## src/rtl/sbs_pkg.sv

```systemverilog
package sbs_pkg;

  typedef enum logic [2:0] {
    ST_ID_RD,
    ST_RST_WR,
    ST_RST_WAIT,
    ST_CFG_WR,
    ST_CFG_WAIT,
    ST_READY,
    ST_FAULT
  } seq_state_e;

  localparam logic [7:0]  ADDR_ID        = 8'h00;
  localparam logic [7:0]  ADDR_CFG       = 8'h0A;
  localparam logic [7:0]  ADDR_CMD       = 8'h2F;
  localparam logic [15:0] CMD_SOFT_RESET = 16'h00B6;
  localparam logic [15:0] ID_EXPECTED    = 16'h0024;

  localparam int unsigned NARROW_HZ = 50;
  localparam int unsigned WIDE_HZ   = 400;

  localparam int unsigned STARTUP_MS = 120;
  localparam int unsigned MECH_MS    = 100;
  localparam int unsigned SELFTEST_MS = 140;
  localparam int unsigned FLUSH_MS   = 60;

endpackage

```

## src/rtl/sbs_ms_timer.sv

```systemverilog
module sbs_ms_timer #(
  parameter int unsigned CYC_PER_MS = 1000,
  parameter int unsigned MS_W       = 10
) (
  input  logic            clk,
  input  logic            rst_n,
  input  logic            run,
  input  logic [MS_W-1:0] target_ms,
  output logic            expire
);

  localparam int unsigned PRE_W = (CYC_PER_MS > 1) ? $clog2(CYC_PER_MS) : 1;
  localparam logic [PRE_W-1:0] PRE_LAST = PRE_W'(CYC_PER_MS - 1);

  logic [PRE_W-1:0] pre_q, pre_d;
  logic [MS_W-1:0]  ms_q, ms_d;
  logic             wrap;

  assign wrap   = (pre_q == PRE_LAST);
  assign expire = run && wrap && (ms_q == target_ms - MS_W'(1));

  always_comb begin
    pre_d = pre_q;
    ms_d  = ms_q;
    if (!run) begin
      pre_d = '0;
      ms_d  = '0;
    end else if (wrap) begin
      pre_d = '0;
      ms_d  = ms_q + MS_W'(1);
    end else begin
      pre_d = pre_q + PRE_W'(1);
    end
  end

  always_ff @(posedge clk or negedge rst_n) begin
    if (!rst_n) begin
      pre_q <= '0;
      ms_q  <= '0;
    end else begin
      pre_q <= pre_d;
      ms_q  <= ms_d;
    end
  end


  ms_bound_chk: assert property (@(posedge clk) disable iff (!rst_n)
    run |-> (ms_q < target_ms));

endmodule

```

## src/rtl/sbs_bw_decode.sv

```systemverilog
module sbs_bw_decode
  import sbs_pkg::*;
#(
  parameter int unsigned FREQ_W = 16
) (
  input  logic [FREQ_W-1:0] freq_hz,
  output logic              ok,
  output logic              narrow
);

  always_comb begin
    ok     = 1'b0;
    narrow = 1'b0;
    if (freq_hz == FREQ_W'(NARROW_HZ)) begin
      ok     = 1'b1;
      narrow = 1'b1;
    end else if (freq_hz == FREQ_W'(WIDE_HZ)) begin
      ok = 1'b1;
    end
  end

endmodule

```

## src/rtl/sensor_bringup_seq.sv

```systemverilog
module sensor_bringup_seq
  import sbs_pkg::*;
#(
  parameter int unsigned CLK_HZ     = 100_000_000,
  parameter int unsigned TIME_SCALE = 1,
  parameter int unsigned BIST_COUNT = 3,
  parameter int unsigned FREQ_W     = 16
) (
  input  logic              clk,
  input  logic              rst_n,
  input  logic              bw_req,
  input  logic [FREQ_W-1:0] acc_hz,
  input  logic [FREQ_W-1:0] gyr_hz,
  output logic              req_valid,
  output logic              req_write,
  output logic [7:0]        req_addr,
  output logic [15:0]       req_wdata,
  input  logic              rsp_valid,
  input  logic              rsp_err,
  input  logic [15:0]       rsp_rdata,
  output logic              busy,
  output logic              done,
  output logic              error,
  output logic              id_mismatch
);

  localparam int unsigned CYC_RAW    = CLK_HZ / (1000 * TIME_SCALE);
  localparam int unsigned CYC_PER_MS = (CYC_RAW < 1) ? 1 : CYC_RAW;
  localparam int unsigned CFG_MS     = MECH_MS + BIST_COUNT * SELFTEST_MS + FLUSH_MS;
  localparam int unsigned MS_W       = $clog2(CFG_MS + 1);
  localparam int unsigned NUM_CH     = 2;
  localparam logic [2:0]  REP_FIELD  = 3'(BIST_COUNT - 1);

  seq_state_e state_q, state_d;
  logic [NUM_CH-1:0] bw_q;        // [0] gyro, [1] accel; 1 = 50 Hz
  logic              bw_load;
  logic              err_q, err_set, err_clr;
  logic              mism_q, mism_set;
  logic [NUM_CH-1:0][FREQ_W-1:0] ch_hz;
  logic [NUM_CH-1:0] ch_ok, ch_narrow;
  logic [15:0]       cfg_word;
  logic              tmr_run, tmr_expire;
  logic [MS_W-1:0]   tmr_target;

  assign ch_hz[0] = gyr_hz;
  assign ch_hz[1] = acc_hz;

  for (genvar g = 0; g < NUM_CH; g++) begin : g_bw
    sbs_bw_decode #(.FREQ_W(FREQ_W)) u_dec (
      .freq_hz (ch_hz[g]),
      .ok      (ch_ok[g]),
      .narrow  (ch_narrow[g])
    );
  end

  assign cfg_word = {9'd0, REP_FIELD, 1'b1, bw_q, 1'b1};

  assign tmr_run    = (state_q == ST_RST_WAIT) || (state_q == ST_CFG_WAIT);
  assign tmr_target = (state_q == ST_RST_WAIT) ? MS_W'(STARTUP_MS) : MS_W'(CFG_MS);

  sbs_ms_timer #(.CYC_PER_MS(CYC_PER_MS), .MS_W(MS_W)) u_tmr (
    .clk       (clk),
    .rst_n     (rst_n),
    .run       (tmr_run),
    .target_ms (tmr_target),
    .expire    (tmr_expire)
  );

  // next-state logic
  always_comb begin
    state_d  = state_q;
    err_set  = 1'b0;
    err_clr  = 1'b0;
    mism_set = 1'b0;
    bw_load  = 1'b0;
    unique case (state_q)
      ST_ID_RD: if (rsp_valid) begin
        if (rsp_err) begin
          state_d = ST_FAULT;
          err_set = 1'b1;
        end else begin
          mism_set = (rsp_rdata != ID_EXPECTED);
          state_d  = ST_RST_WR;
        end
      end
      ST_RST_WR: if (rsp_valid) begin
        state_d = rsp_err ? ST_FAULT : ST_RST_WAIT;
        err_set = rsp_err;
      end
      ST_RST_WAIT: if (tmr_expire) state_d = ST_CFG_WR;
      ST_CFG_WR: if (rsp_valid) begin
        state_d = rsp_err ? ST_FAULT : ST_CFG_WAIT;
        err_set = rsp_err;
      end
      ST_CFG_WAIT: if (tmr_expire) state_d = ST_READY;
      ST_READY, ST_FAULT: if (bw_req) begin
        if (&ch_ok) begin
          bw_load = 1'b1;
          err_clr = 1'b1;
          state_d = ST_RST_WR;
        end else begin
          err_set = 1'b1;
        end
      end
      default: state_d = ST_FAULT;
    endcase
  end

  // registers
  always_ff @(posedge clk or negedge rst_n) begin
    if (!rst_n) begin
      state_q <= ST_ID_RD;
      bw_q    <= '0;
      err_q   <= 1'b0;
      mism_q  <= 1'b0;
    end else begin
      state_q <= state_d;
      if (bw_load)  bw_q   <= ch_narrow;
      if (err_set)  err_q  <= 1'b1;
      else if (err_clr) err_q <= 1'b0;
      if (mism_set) mism_q <= 1'b1;
    end
  end

  // request port
  always_comb begin
    req_valid = 1'b0;
    req_write = 1'b0;
    req_addr  = ADDR_ID;
    req_wdata = '0;
    unique case (state_q)
      ST_ID_RD: req_valid = 1'b1;
      ST_RST_WR: begin
        req_valid = 1'b1;
        req_write = 1'b1;
        req_addr  = ADDR_CMD;
        req_wdata = CMD_SOFT_RESET;
      end
      ST_CFG_WR: begin
        req_valid = 1'b1;
        req_write = 1'b1;
        req_addr  = ADDR_CFG;
        req_wdata = cfg_word;
      end
      default: ;
    endcase
  end

  assign busy        = (state_q != ST_READY) && (state_q != ST_FAULT);
  assign done        = (state_q == ST_READY);
  assign error       = err_q;
  assign id_mismatch = mism_q;


  busy_done_excl_chk: assert property (@(posedge clk) disable iff (!rst_n)
    !(busy && done));


  bus_err_abort_chk: assert property (@(posedge clk) disable iff (!rst_n)
    (req_valid && rsp_valid && rsp_err) |=> (error && !busy && !done));


  busy_req_ignored_chk: assert property (@(posedge clk) disable iff (!rst_n)
    (busy && bw_req) |=> $stable(bw_q));


  bad_freq_chk: assert property (@(posedge clk) disable iff (!rst_n)
    (!busy && bw_req && !(&ch_ok)) |=> (error && !req_valid));


  done_after_settle_chk: assert property (@(posedge clk) disable iff (!rst_n)
    $rose(done) |-> $past(state_q == ST_CFG_WAIT));


  req_hold_chk: assert property (@(posedge clk) disable iff (!rst_n)
    (req_valid && !rsp_valid) |=> (req_valid && $stable(req_addr) && $stable(req_wdata)));

endmodule

```

## config.mk

```make
export PLATFORM = sky130hd
export DESIGN_NAME = sensor_bringup_seq
export DESIGN_NICKNAME = d
export VERILOG_FILES = /design/src/rtl/sbs_pkg.sv /design/src/rtl/sbs_ms_timer.sv /design/src/rtl/sbs_bw_decode.sv /design/src/rtl/sensor_bringup_seq.sv
export SDC_FILE = /design/constraint.sdc
export NUM_CORES = 1
export LEC_CHECK = 0
export ABC_AREA = 0
export BUFFER_PORTS_ARGS = -buffer_cell sky130_fd_sc_hd__buf_2
export CAP_MARGIN = 15
export CORE_MARGIN = 2
export CORE_UTILIZATION = 44
export CTS_CLUSTER_DIAMETER = 30
export CTS_CLUSTER_SIZE = 14
export DETAILED_ROUTE_END_ITERATION = 10
export PLACE_DENSITY = 0.76
export RECOVER_POWER = 100
export SYNTH_ARGS = -nofsm -noshare
export SYNTH_HDL_FRONTEND = slang
export SYNTH_SLANG_ARGS = --single-unit
```

## constraint.sdc

```tcl
create_clock -name clk -period 1.9 [get_ports clk]
set_input_delay 0.095 -clock clk [delete_from_list [all_inputs] [get_ports clk]]
set_output_delay 0.095 -clock clk [all_outputs]
set_load 0.005 [all_outputs]
```

* Yosys cells after proc, flatten, opt, wreduce, memory -nomap -nowiden *
Cells that the tools add are included.
Widths: inputs -> output; s select.

cells by class
  eq/ne operators = 23
  add/subtract/negate cells = 3
  muxes and demuxes = 40
  reductions and logical operators = 11

operators with widths
  operator               count
  $mux 17                2
  $eq 16x6->1 const B    2
  $eq 16x9->1 const B    2
  $mux 10                3
  $mux 3                 9
  $mux 1                 21
  $pmux 3 s6             1
  $add 17x1->17 const B  1
  $eq 17x17->1 const B   1
  $ne 16x6->1 const B    1
  $ne 2x2->1 const B     8
  $pmux 8 s2             1
  $pmux 6 s2             1
  $add 10x1->10 const B  1
  $eq 10x10->1           1
  $sub 10x1->10 const B  1
  $eq 3x3->1 const B     3
  $reduce_and 7->1       1
  $eq 3x2->1 const B     2
  $ne 3x3->1 const B     2
  $reduce_or 2->1        2
  $eq 3x1->1 const B     1
  $logic_and 1x1->1      3
  $logic_not 3->1        1
  other kinds (6)        6

word-level totals
  flip-flop bits (word level) = 34
  bits of input ports = 53
  output and inout bits = 30
  word-level logic and storage cells = 83

* Depth between registers and ports, before layout *
Gate-level depths: netlist (run 1).

  depth after elaboration = 9
  depth in mapped cells = 7
  depth with buffers taken out = 6

* By module *
Synthesis (run 1) repeated with hierarchy kept, for this count alone.

unflattened totals
  cell total of the unflattened synthesis = 275
  area, all modules = 2508.7 um^2

by module, submodules not included
  module              seq. area each (um^2)  cells an instance  instances  area each (um^2)
  sbs_ms_timer        675.6                  177                1          1685.4
  sensor_bringup_seq  175.2                  84                 1          685.7
  sbs_bw_decode       0.0                    7                  2          68.8

* Worst setup path after synthesis (run 1) *
Ideal clock, no wire load.

  kind = register -> register
  start = register u_tmr.pre_q[0]
  end = register state_q[1]
  cell stages (with the launch flop) = 8
  data arrival time = 1.725 ns
  data required time = 1.831 ns
  library setup time = 0.069 ns
  period minus slack after synthesis = 1.793 ns
  path buffers = 1
  path slack = 0.107 ns
  cell sequence = dfrtp_1 ha_1 and4_1 and4_4 buf_4 a41oi_2 or3_1 nand3_1

between the ends
  longest elaborated chain between the ends = 5
  elaborated cells on any way between the ends = 6
  classes of those cells = eq/ne (3); reduce/logical (3)

ends and longest elaborated chain
  what                                   RTL line                   source
  from (decl)                            sbs_ms_timer.sv:15         logic [PRE_W-1:0] pre_q, pre_d;
  from (signal assigned)                 sbs_ms_timer.sv:41         pre_q <= pre_d;
  $eq 17x17->1 (*)                       sbs_ms_timer.sv:19         assign wrap = (pre_q == PRE_LAST);
  $logic_and 1x1->1 (*) (2 in a row)     sbs_ms_timer.sv:20         assign expire = run && wrap && (ms_q == target_ms - MS_W'(1));
  $ne 2x2->1 (no source line)            n/a
  $reduce_and 7->1 (no source line) (*)  n/a
  to (signal assigned)                   sensor_bringup_seq.sv:117  state_q <= state_d;
  to (decl)                              sensor_bringup_seq.sv:34   seq_state_e state_q, state_d;

Mark *: on every way between the ends. The rest lies on a longest branch, timed or not.
A chain may end at the register's enable or synchronous reset.

* Worst setup path after layout (run 1) *
  start = register u_tmr.ms_q[4]
  end = register state_q[1]

between the ends
  longest elaborated chain between the ends = 4
  elaborated cells on any way between the ends = 5
  classes of those cells = eq/ne (3); reduce/logical (2)

ends and longest elaborated chain
  what                                   RTL line            source
  from (decl)                            sbs_ms_timer.sv:16  logic [MS_W-1:0] ms_q, ms_d;
  from (signal assigned)                 sbs_ms_timer.sv:42  ms_q <= ms_d;
  $eq 10x10->1 (*)                       sbs_ms_timer.sv:20
  $logic_and 1x1->1 (*)                  sbs_ms_timer.sv:20
  $ne 2x2->1 (no source line)            n/a
  $reduce_and 7->1 (no source line) (*)  n/a

Marks and branches as above.

==> flow_summary.yaml, run 1 <==
critical_path:
  cp_max_fo: 5
  cp.arrival_ps: 2050
  crit_chain: "or4b_1, mux2i_1, a41oi_2, or3_1, nand3_1"
  regToRegSetupSlack_ps: 80
  cpPeakStageDelay_ps: 520
  cp-end-kind: "flip-flop"
  worstSetupPathType: "flip-flop to flip-flop"
  cp_slowest_cell: "or4b_1"
  critical_path_required_ps: 2130
  critPathLaunchType: "flip-flop"
placed_design:
  port_buffers: 70
  dp_slack_ps: 75.1
  dp.final_hpwl_mm: 3.40
  dp_cells: 369
  place_congestion: 0.843
floorplanning:
  fp-row-count: 25
  die-width_um: 74.1
  ioPinCount: 83
  core_region_area_mm2: 0.00472
  fp.dieArea_mm2: 0.00549
  start_util: 0.457
  die_y_um: 74.1
hold_path:
  hold_class: "primary input to flip-flop"
sta:
  worstMarginPinSlew_ps: 839
  rsz0062_at_grt: "true"
  post-route-period-util: 0.959
  fin_ws_ps: 78.8
  setup_violations: 0
  fin_worst_skew_ps: 8.11
  hold_viol_final: 0
  relSlewSlack: 0.441
  setup-tns-final_ps: 0
  fmax_ghz: 0.549
  drv_slew: 0
  period_needed_ps: 1820
yosys:
  synth_cells: 238
  synth_top_area_frac: 0.394
  synth_ff_type: "dfrtp_1"
  syn_area_per_cell_um2: 9.08
  synth-seq-area-share: 0.394
  synth_area_leaders: "dfrtp_1 39%, buf_4 7.3%, xor2_1 6.1%, nor2_1 5.2%, nand4_1 3.8%"
  synth_cell_types: 48
  synth_edf_count: 0
  ys_ff_latch: 34
  synth_warnings: 0
  syn_area_mm2: 0.00216
  ys_async_sr_fraction: 1.00
  yosys.area.top_type: "dfrtp_1"
clock_tree:
  h-tree-depth: 2
  cts_inserted_buffers: 5
  insertion_delay_ps: 290
  cts_resized: 0
  numClockSinks: 34
  clk_pin_slew_ps: 70
  root_buffer: "clkbuf_8"
  clk_path_buf_depth: 2
  cts_tree: "built"
power_and_ir_drop:
  powerDensity_mw_per_mm2: 929
  leakage_nw: 1.16
  total_power_mw: 2.41
  ir_drop_mv: 0.483
routing:
  num_vias: 1953
  drt_iter0_drc: 103
  dr.pass1.iters: 4
  drt.antenna.violating_nets: 0
  wl_per_cell_um: 11.8
  drcViolationCount: 0
  drt_wl_total_mm: 4.48
  vias_per_cell: 5.15
job:
  drv_cap: 0
final_layout:
  num_antenna_cells: 0
  layout.cells.non_filler: 379
  final_util: 0.550
  final_common_cell: "buf_2"
  nets: 366
  area_growth_pct: 20.2
  drive_gt1_frac: 0.263
  most-common-layout-cells: "56 x buf_2, 34 x dfrtp_1, 30 x nor2_1"
global_routing:
  grt_max_degree: 35
  antenna_found_initial: 0
  grt_pass1_wl_mm: 7.76
  gr-total-overflow: 0
  grt_usage: 0.182
  grt_pass1_vias: 1857
outcome:
  status: "finished clean"
path summary, 6_finish.rpt:
kind / from / to / cells past startpoint
worst max register to register: u_tmr.ms_q[4] / state_q[1] / 5
worst max-delay path: u_tmr.ms_q[4] / state_q[1] / 5
worst min register to register: id_mismatch / id_mismatch / 1
worst min-delay path: gyr_hz[9] / bw_q[0] / 4
max in group asynchronous: rst_n / u_tmr.pre_q[3] / 2
min in group asynchronous: rst_n / u_tmr.pre_q[12] / 2
repair_timing:
action	CTS	global route
setup endpoints to repair	0	3
hold buffers	1	0
hold endpoints to repair	34	0
buffers inserted	0	1
critical path, delay by kind of cell, from the launching register on:
family / cells / cell delay (ps)
and+or+nand+nor: 3 / 980
DFF: 1 / 420
muxes: 1 / 160
AOI/OAI and AO/OA: 1 / 190
metal layers:
metal / vias to the layer above / global-route usage / routed length [um] / part of all wire
met2: 71 / 0.300 / 2130 / 0.48
met3: 4 / 0.0488 / 304 / 0.068
li1: 964 / - / - / -
met1: 914 / 0.222 / 1990 / 0.44
met5: - / 0 / 0 / 0
met4: 0 / 0.0848 / 57 / 0.013
area by class of cell:
| class | instances | area [um^2] |
|---|---|---|
| clock buffer | 7 | 86.3 |
| multi-input combinational | 178 | 1110 |
| fill | 449 | 2130 |
| timing repair buffer | 82 | 427 |
| inverter | 10 | 37.5 |
| clock inverter | 1 | 5.00 |
| sequential | 34 | 851 |
| tap | 67 | 83.8 |
cells in the mapped netlist (2+ instances only):
| cell | count |
|---|---|
| nand4_1 | 13 |
| dfrtp_1 | 34 |
| nor4b_1 | 3 |
| xor2_1 | 15 |
| a21oi_1 | 8 |
| nor4bb_1 | 3 |
| o21ai_0 | 6 |
| and4_1 | 2 |
| inv_1 | 10 |
| and4bb_2 | 3 |
| or3_1 | 5 |
| buf_4 | 21 |
| mux2i_1 | 2 |
| xnor2_1 | 7 |
| nor4_1 | 7 |
| a31o_2 | 2 |
| nand3_1 | 8 |
| nor2_1 | 30 |
| nand2_1 | 18 |
| nor3_1 | 8 |
| buf_2 | 2 |
| ha_1 | 2 |
| clkbuf_1 | 2 |
| and3_1 | 3 |
cell families after synthesis:
family | share of synthesized area
xor+xnor | 0.0892
compound gates | 0.0898
fa+ha+maj | 0.0116
other cells | 0.00174
mux | 0.00926
buf+inv | 0.110
flops | 0.394
simple gates | 0.295
per-stage QoR:
stage,area (um^2),hold WS (ps)
finish,2600,108
global route,2600,117
CTS,2630,93.8
detailed placement,2520,219
global placement,2520,202
floorplan,2200,-201
power by group:
group	switching, mW	internal (mW)	total [mW]
Combinational	0.602	0.407	1.01
Clock	0.248	0.292	0.540
Sequential	0.0778	0.787	0.864
sequential cells by signal (all words and copies together), names as in the netlist:
register / cells
id_mismatch: 1
state_q: 3
error: 1
u_tmr.pre_q: 17
u_tmr.ms_q: 10
bw_q: 2
No activity file was read; power rests on OpenSTA's default activity.
==> inputs of run 2 (changes only) <==
--- a/constraint.sdc
+++ b/constraint.sdc
@@ -3,2 +3,2 @@
 set_output_delay 0.095 -clock clk [all_outputs]
-set_load 0.005 [all_outputs]
+set_load 0.1 [all_outputs]
==> run 2 against run 1 <==
Against the previous run: cell area rose by 0.48%; highest routed layer unchanged; largest cell class unchanged; first-iteration DRC count is 14% higher; global-route usage up 0.46 points; sequential share of layout area fell by 0.16 points; critical path depth is the same.
==> flow_summary.yaml, run 2 (same netlist as run 1, synthesis figures left out) <==
power_and_ir_drop:
  combPwrFrac: 0.631
  leakage_nw: 1.19
  p_seq_frac: 0.232
  p_sw_frac: 0.607
  powerDensity_mw_per_mm2: 1430
  p_clk_frac: 0.137
  p_int_mw: 1.46
  ir_drop_mv: 1.05
  total_power_mw: 3.72
  p_switching_mw: 2.26
routing:
  wl_per_cell_um: 12.5
  drcViolationCount: 0
  drt_iter0_drc: 117
  drt.antenna.violating_nets: 0
  num_vias: 1941
  dr.pass1.iters: 5
  drt_wl_total_mm: 4.75
  vias_per_cell: 5.12
clock_tree:
  cts_inserted_buffers: 5
  h-tree-depth: 2
  cts_tree: "built"
  clk_pin_slew_ps: 70
  clk_path_buf_depth: 2
  root_buffer: "clkbuf_8"
  numClockSinks: 34
  insertion_delay_ps: 300
critical_path:
  crit_top_cell: "inv_1"
  cp_max_fo: 14
  reg2reg_depth: 5
  critical_path_required_ps: 1800
  critPathLaunchType: "flip-flop"
  crit_family: "buffers and inverters"
  regToRegSetupSlack_ps: 100
  cpPeakStageDelay_ps: 440
  path_buf_inv: 4
  cp_slowest_cell: "buf_2"
  cp-end-kind: "output pin"
  crit_chain: "buf_4, inv_1, nand2_1, inv_1, buf_2"
  cp.arrival_ps: 1760
  path_depth: 5
  worstSetupPathType: "flip-flop to output pin"
floorplanning:
  die-width_um: 74.1
  start_util: 0.457
  fp-row-count: 25
  die_y_um: 74.1
  core_region_area_mm2: 0.00472
  ioPinCount: 83
  fp.dieArea_mm2: 0.00549
global_routing:
  grt_pass1_vias: 1786
  gr-total-overflow: 0
  grt_max_degree: 35
  grt_usage: 0.186
  grt_pass1_wl_mm: 7.81
  antenna_found_initial: 0
placed_design:
  dp.final_hpwl_mm: 3.47
  dp_cells: 368
  place_congestion: 0.853
  port_buffers: 70
  dpl-instance-area_mm2: 0.00253
  dp_slack_ps: 111
hold_path:
  hold_class: "primary input to flip-flop"
  whs_path_depth: 4
final_layout:
  final_common_cell: "buf_2"
  drive_gt1_frac: 0.304
  most-common-layout-cells: "57 x buf_2, 34 x dfrtp_1, 26 x nor2_1"
  nets: 367
  design_area_mm2: 0.00261
  largest_register_ff_count: 17
  final_util: 0.553
  largestRegisters: "u_tmr.pre_q: 17 flops, u_tmr.ms_q: 10 flops, state_q: 3 flops"
  layout.cells.non_filler: 379
  area_growth_pct: 20.8
  num_antenna_cells: 0
  top_register: "u_tmr.pre_q"
sta:
  worstMarginPinSlew_ps: 1180
  fin_worst_skew_ps: 7.53
  holdWs_ps: 104
  fmax_ghz: 0.538
  period_needed_ps: 1860
  hold_viol_final: 0
  relSlewSlack: 0.217
  rsz0062_at_grt: "true"
  post-route-period-util: 0.978
  setup_violations: 0
  setup-tns-final_ps: 0
  fin_ws_ps: 41.3
  drv_slew: 0
job:
  drv_cap: 0
outcome:
  status: "finished clean"
==> run 2: cell count changes in the layout (fill, tap and decap cells not counted), moves of 2 or more <==
cell	previous run	this run
buf_4	6	10
clkbuf_2	3	8
clkbuf_4	0	2
nor2_2	0	4
nor2_1	30	26
clkbuf_1	16	7
==> run 2: final timing paths <==
kind,startpoint,endpoint
setup / recovery,state_q[2],req_addr[1]
hold / removal,gyr_hz[9],bw_q[0]
setup reg to reg,u_tmr.ms_q[4],state_q[1]
hold reg to reg,id_mismatch,id_mismatch
max in group asynchronous,rst_n,u_tmr.ms_q[8]
min in group asynchronous,rst_n,u_tmr.pre_q[13]
==> run 2: cell type report <==
type / count / area [um^2]
inverter: 10 / 37.5
timing repair buffer: 83 / 444
fill: 427 / 2110
multi-input combinational: 178 / 1120
tap: 67 / 83.8
clock buffer: 7 / 76.3
sequential: 34 / 851
==> run 2: power by group through the flow <==
stage	Sequential, mW	Combinational (mW)	Clock (mW)
2_1_floorplan	0.908	2.04	0
3_3_place_gp	0.874	2.39	0
3_5_place_dp	0.877	2.41	0
4_1_cts	0.864	2.41	0.529
5_1_grt	0.874	2.48	0.552
6_report	0.863	2.35	0.509
==> run 2: per-layer routing <==
layer | part of all wire | GRT usage | wire (um) | vias to the layer above
li1 | - | - | - | 970
met1 | 0.45 | 0.231 | 2160 | 912
met2 | 0.48 | 0.306 | 2290 | 52
met3 | 0.051 | 0.0583 | 243 | 7
met4 | 0.012 | 0.0687 | 57 | 0
met5 | 0 | 0 | 0 | -
==> run 2: what timing repair did <==
item / CTS / global route
resized for setup: 0 / 13
setup endpoints to repair: 2 / 14
gates cloned: 0 / 0
pin swaps: 0 / 2
endpoints found under the hold margin: 34 / 0
hold buffers: 1 / 0
setup buffers: 0 / 3
==> run 2: worst reg2reg max path, cell delays in order, from the launching register on <==
cell and delay (ps):
dfrtp_1 430, or4b_1 510, mux2i_1 160, a41oi_2 180, or3_1 380, nand3_1 80
